--- src/rtl/tap_pkg.sv ---
package tap_pkg;

   typedef enum logic [3:0] {
      ST_RESET, ST_IDLE,
      ST_SEL_DR, ST_CAP_DR, ST_SH_DR, ST_EX1_DR, ST_PAU_DR, ST_EX2_DR, ST_UPD_DR,
      ST_SEL_IR, ST_CAP_IR, ST_SH_IR, ST_EX1_IR, ST_PAU_IR, ST_EX2_IR, ST_UPD_IR
   } tap_state_t;

   typedef enum logic [1:0] {
      PATH_BYPASS,
      PATH_ID,
      PATH_BOUNDARY
   } dr_path_t;

   function automatic tap_state_t tap_next(input tap_state_t s, input logic tms);
      tap_state_t n;
      case (s)
         ST_RESET:  n = tms ? ST_RESET  : ST_IDLE;
         ST_IDLE:   n = tms ? ST_SEL_DR : ST_IDLE;
         ST_SEL_DR: n = tms ? ST_SEL_IR : ST_CAP_DR;
         ST_CAP_DR: n = tms ? ST_EX1_DR : ST_SH_DR;
         ST_SH_DR:  n = tms ? ST_EX1_DR : ST_SH_DR;
         ST_EX1_DR: n = tms ? ST_UPD_DR : ST_PAU_DR;
         ST_PAU_DR: n = tms ? ST_EX2_DR : ST_PAU_DR;
         ST_EX2_DR: n = tms ? ST_UPD_DR : ST_SH_DR;
         ST_UPD_DR: n = tms ? ST_SEL_DR : ST_IDLE;
         ST_SEL_IR: n = tms ? ST_RESET  : ST_CAP_IR;
         ST_CAP_IR: n = tms ? ST_EX1_IR : ST_SH_IR;
         ST_SH_IR:  n = tms ? ST_EX1_IR : ST_SH_IR;
         ST_EX1_IR: n = tms ? ST_UPD_IR : ST_PAU_IR;
         ST_PAU_IR: n = tms ? ST_EX2_IR : ST_PAU_IR;
         ST_EX2_IR: n = tms ? ST_UPD_IR : ST_SH_IR;
         ST_UPD_IR: n = tms ? ST_SEL_DR : ST_IDLE;
         default:   n = ST_RESET;
      endcase
      return n;
   endfunction

endpackage

--- src/rtl/tap_fsm.sv ---
module tap_fsm
   import tap_pkg::*;
#(
   parameter int RESET_RUN = 5
) (
   input  logic       tck,
   input  logic       por_n,
   input  logic       tms,
   output tap_state_t state
);
   localparam int CW = $clog2(RESET_RUN + 1);

   if (RESET_RUN != 5) begin : g_bad_run
      $error("RESET_RUN must equal the controller's escape length of 5");
   end

   always_ff @(posedge tck or negedge por_n) begin
      if (!por_n) state <= ST_RESET;
      else        state <= tap_next(state, tms);
   end

   // checker-side count of consecutive high tms edges
   logic [CW-1:0] ones_cnt;
   always_ff @(posedge tck or negedge por_n) begin
      if (!por_n)                          ones_cnt <= '0;
      else if (!tms)                       ones_cnt <= '0;
      else if (ones_cnt != CW'(RESET_RUN)) ones_cnt <= ones_cnt + 1'b1;
   end

   a_r1_five_ones_reset: assert property (@(posedge tck) disable iff (!por_n)
      (ones_cnt == CW'(RESET_RUN)) |-> (state == ST_RESET));

endmodule

--- src/rtl/tap_ir.sv ---
module tap_ir
   import tap_pkg::*;
#(
   parameter int                IR_W       = 3,
   parameter logic [IR_W-1:0]   INS_EXTEST = 3'b000,
   parameter logic [IR_W-1:0]   INS_IDCODE = 3'b001,
   parameter logic [IR_W-1:0]   INS_SAMPLE = 3'b100,
   parameter logic [IR_W-1:0]   INS_BYPASS = 3'b111
) (
   input  logic       tck,
   input  logic       por_n,
   input  logic       tdi,
   input  tap_state_t state,
   output logic       ir_so,
   output dr_path_t   path
);
   localparam logic [IR_W-1:0] CAP_VAL = IR_W'(2'b01);

   if (IR_W < 2) begin : g_bad_width
      $error("IR_W must be at least 2");
   end
   if (INS_IDCODE == INS_BYPASS || INS_IDCODE == INS_EXTEST ||
       INS_IDCODE == INS_SAMPLE || INS_EXTEST == INS_BYPASS ||
       INS_SAMPLE == INS_BYPASS) begin : g_bad_codes
      $error("instruction codes must be distinct");
   end

   logic [IR_W-1:0] ir_sr, ir_act;

   always_ff @(posedge tck or negedge por_n) begin
      if (!por_n) begin
         ir_sr <= CAP_VAL;
      end else if (state == ST_CAP_IR) begin
         ir_sr <= CAP_VAL;
      end else if (state == ST_SH_IR) begin
         ir_sr <= {tdi, ir_sr[IR_W-1:1]};
      end
   end

   always_ff @(posedge tck or negedge por_n) begin
      if (!por_n)                  ir_act <= INS_IDCODE;
      else if (state == ST_RESET)  ir_act <= INS_IDCODE;
      else if (state == ST_UPD_IR) ir_act <= ir_sr;
   end

   assign ir_so = ir_sr[0];

   always_comb begin
      if (ir_act == INS_IDCODE)
         path = PATH_ID;
      else if (ir_act == INS_EXTEST || ir_act == INS_SAMPLE)
         path = PATH_BOUNDARY;
      else
         path = PATH_BYPASS;
   end

   a_r2_reset_selects_id: assert property (@(posedge tck) disable iff (!por_n)
      (state == ST_RESET) |=> (ir_act == INS_IDCODE));

   a_r3_capture_value: assert property (@(posedge tck) disable iff (!por_n)
      ($past(state) == ST_CAP_IR) |-> (ir_sr == CAP_VAL));

   a_r4_update_only: assert property (@(posedge tck) disable iff (!por_n)
      (ir_act != $past(ir_act)) |-> ($past(state) == ST_UPD_IR || $past(state) == ST_RESET));

endmodule

--- src/rtl/tap_dr.sv ---
module tap_dr
   import tap_pkg::*;
#(
   parameter int                  BSR_LEN  = 16,
   parameter logic [BSR_LEN-1:0]  UNBONDED = 16'h0100,
   parameter logic [31:0]         ID_VALUE = 32'h1
) (
   input  logic               tck,
   input  logic               por_n,
   input  logic               tdi,
   input  tap_state_t         state,
   input  dr_path_t           path,
   input  logic [BSR_LEN-1:0] bnd_pins,
   output logic               dr_so
);
   if (BSR_LEN < 2) begin : g_bad_len
      $error("BSR_LEN must be at least 2");
   end
   if (ID_VALUE[0] != 1'b1) begin : g_bad_id
      $error("identification word must end in 1");
   end

   logic               byp;
   logic [31:0]        id_sr;
   logic [BSR_LEN-1:0] bsr;

   wire cap  = (state == ST_CAP_DR);
   wire shft = (state == ST_SH_DR);

   always_ff @(posedge tck or negedge por_n) begin
      if (!por_n)                             byp <= 1'b0;
      else if (cap)                           byp <= 1'b0;
      else if (shft && path == PATH_BYPASS)   byp <= tdi;
   end

   always_ff @(posedge tck or negedge por_n) begin
      if (!por_n)                        id_sr <= ID_VALUE;
      else if (cap)                      id_sr <= ID_VALUE;
      else if (shft && path == PATH_ID)  id_sr <= {tdi, id_sr[31:1]};
   end

   for (genvar i = 0; i < BSR_LEN; i++) begin : g_cell
      logic cap_v, sh_in;
      if (UNBONDED[i]) begin : g_fixed
         assign cap_v = 1'b1;
      end else begin : g_pin
         assign cap_v = bnd_pins[i];
      end
      if (i == BSR_LEN - 1) begin : g_head
         assign sh_in = tdi;
      end else begin : g_link
         assign sh_in = bsr[i+1];
      end
      always_ff @(posedge tck or negedge por_n) begin
         if (!por_n)                              bsr[i] <= 1'b0;
         else if (cap)                            bsr[i] <= cap_v;
         else if (shft && path == PATH_BOUNDARY)  bsr[i] <= sh_in;
      end
   end

   always_comb begin
      case (path)
         PATH_ID:       dr_so = id_sr[0];
         PATH_BOUNDARY: dr_so = bsr[0];
         default:       dr_so = byp;
      endcase
   end

   a_r6_bypass_delay: assert property (@(posedge tck) disable iff (!por_n)
      (shft && path == PATH_BYPASS) |=> (byp == $past(tdi)));

   a_r10_unbonded_one: assert property (@(posedge tck) disable iff (!por_n)
      ($past(state) == ST_CAP_DR) |-> ((bsr & UNBONDED) == UNBONDED));

endmodule

--- src/rtl/tap_port.sv ---
module tap_port
   import tap_pkg::*;
#(
   parameter int                  BSR_LEN    = 16,
   parameter logic [BSR_LEN-1:0]  UNBONDED   = 16'h0100,
   parameter int                  IR_W       = 3,
   parameter logic [IR_W-1:0]     INS_EXTEST = 3'b000,
   parameter logic [IR_W-1:0]     INS_IDCODE = 3'b001,
   parameter logic [IR_W-1:0]     INS_SAMPLE = 3'b100,
   parameter logic [IR_W-1:0]     INS_BYPASS = 3'b111,
   parameter logic [2:0]          ID_REV     = 3'b001,
   parameter logic [4:0]          ID_DEPTH   = 5'b01010,
   parameter logic [5:0]          ID_ARCH    = 6'b000000,
   parameter logic [5:0]          ID_DEVICE  = 6'b100101,
   parameter logic [10:0]         ID_VENDOR  = 11'b00000110100
) (
   input  logic               tck,
   input  logic               por_n,
   input  logic               tms,
   input  logic               tdi,
   input  logic [BSR_LEN-1:0] bnd_pins,
   output logic               tdo,
   output logic               tdo_oe
);
   localparam logic [31:0] ID_VALUE = {ID_REV, ID_DEPTH, ID_ARCH, ID_DEVICE, ID_VENDOR, 1'b1};

   tap_state_t state;
   dr_path_t   path;
   logic       ir_so, dr_so;

   tap_fsm #(.RESET_RUN(5)) fsm_i (
      .tck(tck), .por_n(por_n), .tms(tms), .state(state)
   );

   tap_ir #(
      .IR_W(IR_W), .INS_EXTEST(INS_EXTEST), .INS_IDCODE(INS_IDCODE),
      .INS_SAMPLE(INS_SAMPLE), .INS_BYPASS(INS_BYPASS)
   ) ir_i (
      .tck(tck), .por_n(por_n), .tdi(tdi), .state(state),
      .ir_so(ir_so), .path(path)
   );

   tap_dr #(.BSR_LEN(BSR_LEN), .UNBONDED(UNBONDED), .ID_VALUE(ID_VALUE)) dr_i (
      .tck(tck), .por_n(por_n), .tdi(tdi), .state(state), .path(path),
      .bnd_pins(bnd_pins), .dr_so(dr_so)
   );

   wire shifting = (state == ST_SH_IR) || (state == ST_SH_DR);

   always_ff @(negedge tck or negedge por_n) begin
      if (!por_n) begin
         tdo    <= 1'b0;
         tdo_oe <= 1'b0;
      end else begin
         tdo_oe <= shifting;
         tdo    <= shifting ? ((state == ST_SH_IR) ? ir_so : dr_so) : 1'b0;
      end
   end

   a_r11_oe_in_shift: assert property (@(posedge tck) disable iff (!por_n)
      tdo_oe |-> shifting);

   a_r11_quiet_off_shift: assert property (@(posedge tck) disable iff (!por_n)
      !tdo_oe |-> !tdo);

endmodule

--- config.mk ---
export PLATFORM = sky130hd
export DESIGN_NAME = tap_port
export DESIGN_NICKNAME = d
export VERILOG_FILES = /design/src/rtl/tap_pkg.sv /design/src/rtl/tap_fsm.sv /design/src/rtl/tap_ir.sv /design/src/rtl/tap_dr.sv /design/src/rtl/tap_port.sv
export SDC_FILE = /design/constraint.sdc
export NUM_CORES = 1
export LEC_CHECK = 0
export BUFFER_PORTS_ARGS = -buffer_cell sky130_fd_sc_hd__buf_2
export CAP_MARGIN = 15
export CORE_ASPECT_RATIO = 1.4
export CORE_MARGIN = 2
export CORE_UTILIZATION = 52
export DETAILED_ROUTE_END_ITERATION = 16
export MAX_ROUTING_LAYER = met4
export PLACE_DENSITY = 0.79
export SLEW_MARGIN = 0
export SYNTH_ARGS = -nofsm -noshare
export SYNTH_HDL_FRONTEND = slang
export SYNTH_SLANG_ARGS = --single-unit
--- constraint.sdc ---
create_clock -name tck -period 1.8 [get_ports tck]
set_input_delay 0.18 -clock tck [delete_from_list [all_inputs] [get_ports tck]]
set_output_delay 0.18 -clock tck [all_outputs]
set_load 0.03 [all_outputs]
==> results of run 1 <==
[cell usage in the layout (no fill, tap or decap), drive strengths merged, types with 3 or more instances in the layout]
cell type,instances
dfrtp,47
nand2,28
nor3b,3
clkbuf,12
o22ai,3
a221o,16
inv,4
nor2,17
o21ai,39
buf,47
nand3,35
and2,16
a211oi,3
nand2b,3
nor4b,3
nand4,3
dfstp,12
a21oi,11
[where the power goes]
group / switching, mW / total, mW / leakage (nW) / internal, mW
Combinational: 1.06 / 1.99 / 0.590 / 0.924
Sequential: 0.349 / 2.37 / 0.763 / 2.02
Clock: 0.489 / 1.19 / 0.0983 / 0.697
Total: 1.90 / 5.54 / 1.45 / 3.64
[cells by family after synthesis]
family,count (synthesis),synth area share (%)
AND/OR/NAND/NOR,119,22.9
AO/OA/AOI/OAI,77,17.5
flip-flops,61,54.7
buffers and inverters,30,4.84
[flip-flops by register name, summed over array words and instances (netlist names)]
register	flops
dr_i.bsr	1
dr_i.byp	1
dr_i.g_cell.sh_in	15
dr_i.id_sr	32
fsm_i.state	4
ir_i.ir_act	3
ir_i.ir_sr	3
tdo	1
tdo_oe	1
[layout make-up]
| class | instances | area, um2 | share of cell area, % |
|---|---|---|---|
| clock buffer | 12 | 155 | 4.60 |
| clock inverter | 2 | 35.0 | 1.04 |
| inverter | 4 | 15.0 | 0.445 |
| multi-input combinational | 196 | 1180 | 34.8 |
| sequential | 61 | 1550 | 45.8 |
| tap | 66 | 82.6 | 2.45 |
| timing repair buffer | 48 | 367 | 10.9 |
[metal layers]
layer  routed length, um  up-vias
li1                    -     1094
met1                2630     1113
met2                3030       38
met3                 177       13
met4                 126        0
met5                   0        -
[worst min-delay path: cells and delay by family]
family	cells	cell delay, ns
simple gates	1	0.11
buf+inv	1	0.07
compound gates	1	0.10
[per-stage QoR]
step / power, mW / hold WS (ns) / instances / worst slack (ns)
6_report: 5.54 / 0.152 / 389 / -0.351
2_1_floorplan: 3.63 / -0.116 / 287 / -0.393
4_1_cts: 5.53 / 0.140 / 388 / -0.358
3_5_place_dp: 4.29 / 0.0652 / 373 / -0.335
5_1_grt: 5.93 / 0.157 / 389 / -0.403
3_3_place_gp: 4.17 / 0.0550 / 373 / -0.315
[worst paths after layout]
check	slack, ns	depth (start not counted)	start	endpoint
max	-0.35	3	ir_i.ir_act[0]	tdo
min	0.15	3	bnd_pins[12]	dr_i.g_cell[11].sh_in
max reg2reg	-0.35	3	ir_i.ir_act[0]	tdo
min reg2reg	0.49	2	dr_i.id_sr[20]	dr_i.id_sr[19]
max in group asynchronous	0.50	2	por_n	tdo
min in group asynchronous	0.26	2	por_n	ir_i.ir_sr[2]
[timing repair]
| item | CTS | global route |
|---|---|---|
| pin swaps | 0 | 2 |
| endpoints found under the setup margin | 42 | 27 |
| hold buffers | 1 | 0 |
| hold endpoints to repair | 8 | 0 |
| setup buffers | 0 | 1 |
| gates resized for setup | 8 | 5 |
==> impl_metrics.tcl, run 1 <==
set metrics [dict create \
    ys_ff_latch 61 \
    violations "setup timing" \
    htree_num_levels 3 \
    cts_buffers 9 \
    grt_use_met2_pct 35.8 \
    drc 0 \
    setup_viol 4 \
    grt-busiest-layer "met2" \
    pin_count 22 \
    grt_util_all_layers_pct 23.1 \
    maxSlewHeadroom_pct 57.8 \
    slowest_stage "dfstp_2" \
    use_met3_pct 5.33 \
    gp_congestion 0.832 \
    finClkSkew_ns 0.0182 \
    critPathArrivalTime_ns 1.41 \
    yosysTopAreaCell "dfrtp_1" \
    syn-instance-count 287 \
    maxCapViolCount 0 \
    critPathMaxStageDelay_ns 0.52 \
    cp-start-kind "register" \
    overflow 0 \
    drt-initial-drc-count 217 \
    totalWireLength_um 5960 \
    path_buf_inv 0 \
    required_ns 1.06 \
    async_reset_ff_share_pct 100 \
    insertion_delay_ns 0.34 \
    synthFlopType "dfrtp_1" \
    synth_top_area_share_pct 41.7 \
    rsz0062_at_grt "yes" \
    drive_above_1_share_pct 26.3 \
    dr.pass1.iters 4 \
    nets 340 \
    synthDistinctLibCells 38 \
    clkSlewWorstSetupHoldPaths_ns 0.07 \
    die_w_um 66.2 \
    fin_setup_tns_ns -0.755 \
    grt_use_met1_pct 28.1 \
    port_buffers 20 \
    row_count 31 \
    worstMarginPinSlew_ns 0.633 \
    synth_top_cells_by_count "dfrtp_1 (47), o21ai_0 (38), nand3_1 (35), nand2_1 (28), nor2_1 (17)" \
    avgViaCountPerCell 5.80 \
    num_antenna_cells 0 \
    final_area_um2 3380 \
    netlist_top_cells_area "dfrtp_1 (42%), dfstp_2 (11%), o21ai_0 (6.7%)" \
    syn-num-nets 307 \
    vias 2258 \
    ant_nets 0 \
    avgSynthCellArea_um2 9.82 \
    dp_hpwl_um 3830 \
    postLayoutCoreUtil_pct 64.9 \
    start_util_pct 54.2 \
    synth_area_um2 2820 \
    n_fill_cell 427 \
    cts.sinks 61 \
    outcome "complete, but fails checks" \
    cp_top_family "flip-flops" \
    dieArea_um2 6030 \
    crit_type "register to register" \
    final-hold-violation-count 0 \
    yosysMostFrequentCell "dfrtp_1" \
    worst_slack_ns -0.351 \
    root_buffer "clkbuf_8" \
    hold_path_class "input pin to register" \
    clk_path_buf_depth 2 \
    antenna_found_initial 0 \
    cp_max_fo 2 \
    placed_area_um2 3130 \
    wire_per_inst_um 15.3 \
    grt_pass1_wl_um 10300 \
    crit_path_end_kind "register" \
    yosysWarnings 0 \
    leakage_nw 1.45 \
    crit_path_cell_trace "or3b_4 > a21oi_2 > o22ai_1" \
    drv_slew 0 \
    synth_edf_count 0 \
    powerDensity_nw_per_um2 1640 \
    grt_pass1_vias 2302 \
    yosysSeqAreaShare_pct 54.7 \
    core_area_um2 5200 \
    ir_drop_mv 1.20 \
    dieHeight_um 91.1 \
    cts_tree "done" \
    grt_max_degree 52 \
    syn_to_final_growth_pct 19.8 \
]
(Power assumes the default switching activity.)
==> inputs of run 2 (changes only) <==
==> constraint.sdc (replaced) <==
create_clock -name tck -period 1.8 [get_ports tck]
set_input_delay 0 -clock tck [delete_from_list [all_inputs] [get_ports tck]]
set_output_delay 0 -clock tck [all_outputs]
set_load 0.03 [all_outputs]
==> impl_metrics.tcl, run 2 (synthesized netlist as in run 1, its figures left out) <==
set metrics [dict create \
    crit_type "register to register" \
    drive_above_1_share_pct 25.9 \
    cp-start-kind "register" \
    critPathArrivalTime_ns 1.42 \
    largest_register_ffs 32 \
    die_w_um 66.2 \
    worst_slack_ns -0.361 \
    num_antenna_cells 0 \
    ir_drop_mv 0.981 \
    root_buffer "clkbuf_8" \
    insertion_delay_ns 0.34 \
    dr.pass1.iters 5 \
    vias 2381 \
    drt-initial-drc-count 331 \
    required_ns 1.06 \
    gp_congestion 0.832 \
    dieArea_um2 6030 \
    worstMarginPinSlew_ns 0.617 \
    maxCapViolCount 0 \
    r2r_slack_ns -0.36 \
    rsz0062_at_grt "yes" \
    final_common_cell "dfrtp_1" \
    port_buffers 20 \
    totalWireLength_um 6590 \
    final-hold-violation-count 0 \
    rr_worst_depth 3 \
    cts.sinks 61 \
    crit_path_end_kind "register" \
    grt_max_degree 52 \
    ant_nets 0 \
    grt_util_all_layers_pct 24.0 \
    clk_path_buf_depth 2 \
    core_area_um2 5200 \
    dp_hpwl_um 3880 \
    start_util_pct 54.2 \
    hp-start "bnd_pins[15]" \
    clkSlewWorstSetupHoldPaths_ns 0.07 \
    grt_pass1_vias 2380 \
    combPwrFrac_pct 36.1 \
    seq_power_share_pct 41.2 \
    antenna_found_initial 0 \
    largest-register "dr_i.id_sr" \
    maxSlewHeadroom_pct 58.9 \
    pre_cts_ws_ns -0.338 \
    avgViaCountPerCell 5.86 \
    regToRegStartpoint "ir_i.ir_act[0]" \
    pin_count 22 \
    swShare_pct 34.1 \
    p_sw_mw 1.98 \
    leakage_nw 1.54 \
    outcome "complete, but fails checks" \
    setup_viol 2 \
    pwr-share-clk_pct 22.6 \
    hold_path_class "input pin to register" \
    dieHeight_um 91.1 \
    cp_max_fo 2 \
    row_count 31 \
    cts_buffers 9 \
    syn_to_final_growth_pct 26.8 \
    power_mw 5.79 \
    p_int_mw 3.81 \
    reg2reg_to "tdo" \
    cts_tree "done" \
    hold_end "dr_i.g_cell[14].sh_in" \
    powerDensity_nw_per_um2 1620 \
    violations "setup timing" \
    finClkSkew_ns 0.0180 \
    overflow 0 \
    wire_per_inst_um 16.2 \
    grt_pass1_wl_um 10800 \
    drv_slew 0 \
    drc 0 \
    htree_num_levels 3 \
    layout_common_cells "dfrtp_1 (44), o21ai_0 (38), nand3_1 (35)" \
    whs_path_depth 3 \
    nets 357 \
]
run 2: cell count changes in the layout (fill, tap and decap cells not counted):
cell,delta
clkinv_2,-1
clkbuf_8,-1
bufinv_16,+1
and2_1,-1
clkbuf_16,+1
dlygate4sd3_1,+14
buf_4,+2
and2_4,+1
clkbuf_1,+1
run 2: what timing repair did:
action	in CTS	in global routing
setup endpoints to repair	45	42
cloned	0	1
hold buffers	15	0
endpoints found under the hold margin	22	0
resized for setup	6	9
buffers inserted	0	3
pin swaps	1	3
run 2: worst max-delay path by stage:
stage	startpoint	endpoint	slack [ns]	cells past startpoint
final	ir_i.ir_act[0]	tdo	-0.36	3
after global routing	ir_i.ir_act[0]	tdo	-0.39	3
after detailed placement	ir_i.ir_act[0]	tdo	-0.34	3
after floorplan	ir_i.ir_act[0]	tdo	-0.39	3
after CTS	ir_i.ir_act[0]	tdo	-0.36	3
after global placement	ir_i.ir_act[0]	tdo	-0.31	3
run 2: per-layer routing:
metal	vias to the layer above	routed length [um]	track usage, %
met5	-	0	-
met4	0	151	12.2
met3	13	249	5.70
met2	72	3460	36.8
met1	1172	2730	29.4
li1	1124	-	-
run 2: area by class of cell:
class	count	area (um2)
well taps	66	82.6
clock inverters	2	60.1
clock buffers	12	145
inverters	4	15.0
multi-input cells	196	1180
flip-flops and latches	61	1550
fillers	384	1620
repair buffers	65	547
run 2: through the flow:
step	instance area (um2)	setup TNS [ns]	hold slack [ns]	instances	utilization (%)
6_report	3570	-0.503	0.0140	406	68.8
5_1_grt	3570	-0.583	0.0181	406	68.8
3_5_place_dp	3130	-2.45	-0.115	373	60.1
3_3_place_gp	3130	-0.526	-0.125	373	60.1
2_1_floorplan	2830	-0.568	-0.296	287	-
4_1_cts	3500	-0.511	0.00612	402	67.3
run 2: power groups by stage:
stage	clock network, mW	registers (mW)	logic [mW]
2_1_floorplan	0	2.28	1.35
3_3_place_gp	0	2.34	1.82
3_5_place_dp	0	2.38	1.92
4_1_cts	1.32	2.37	1.98
5_1_grt	1.39	2.45	2.33
6_report	1.31	2.39	2.09
run 2: worst max-delay path, cell delays in order, from the launching register on:
cell and delay, ns:
dfstp_2 0.52, or3b_4 0.37, a21oi_2 0.12, o22ai_1 0.08
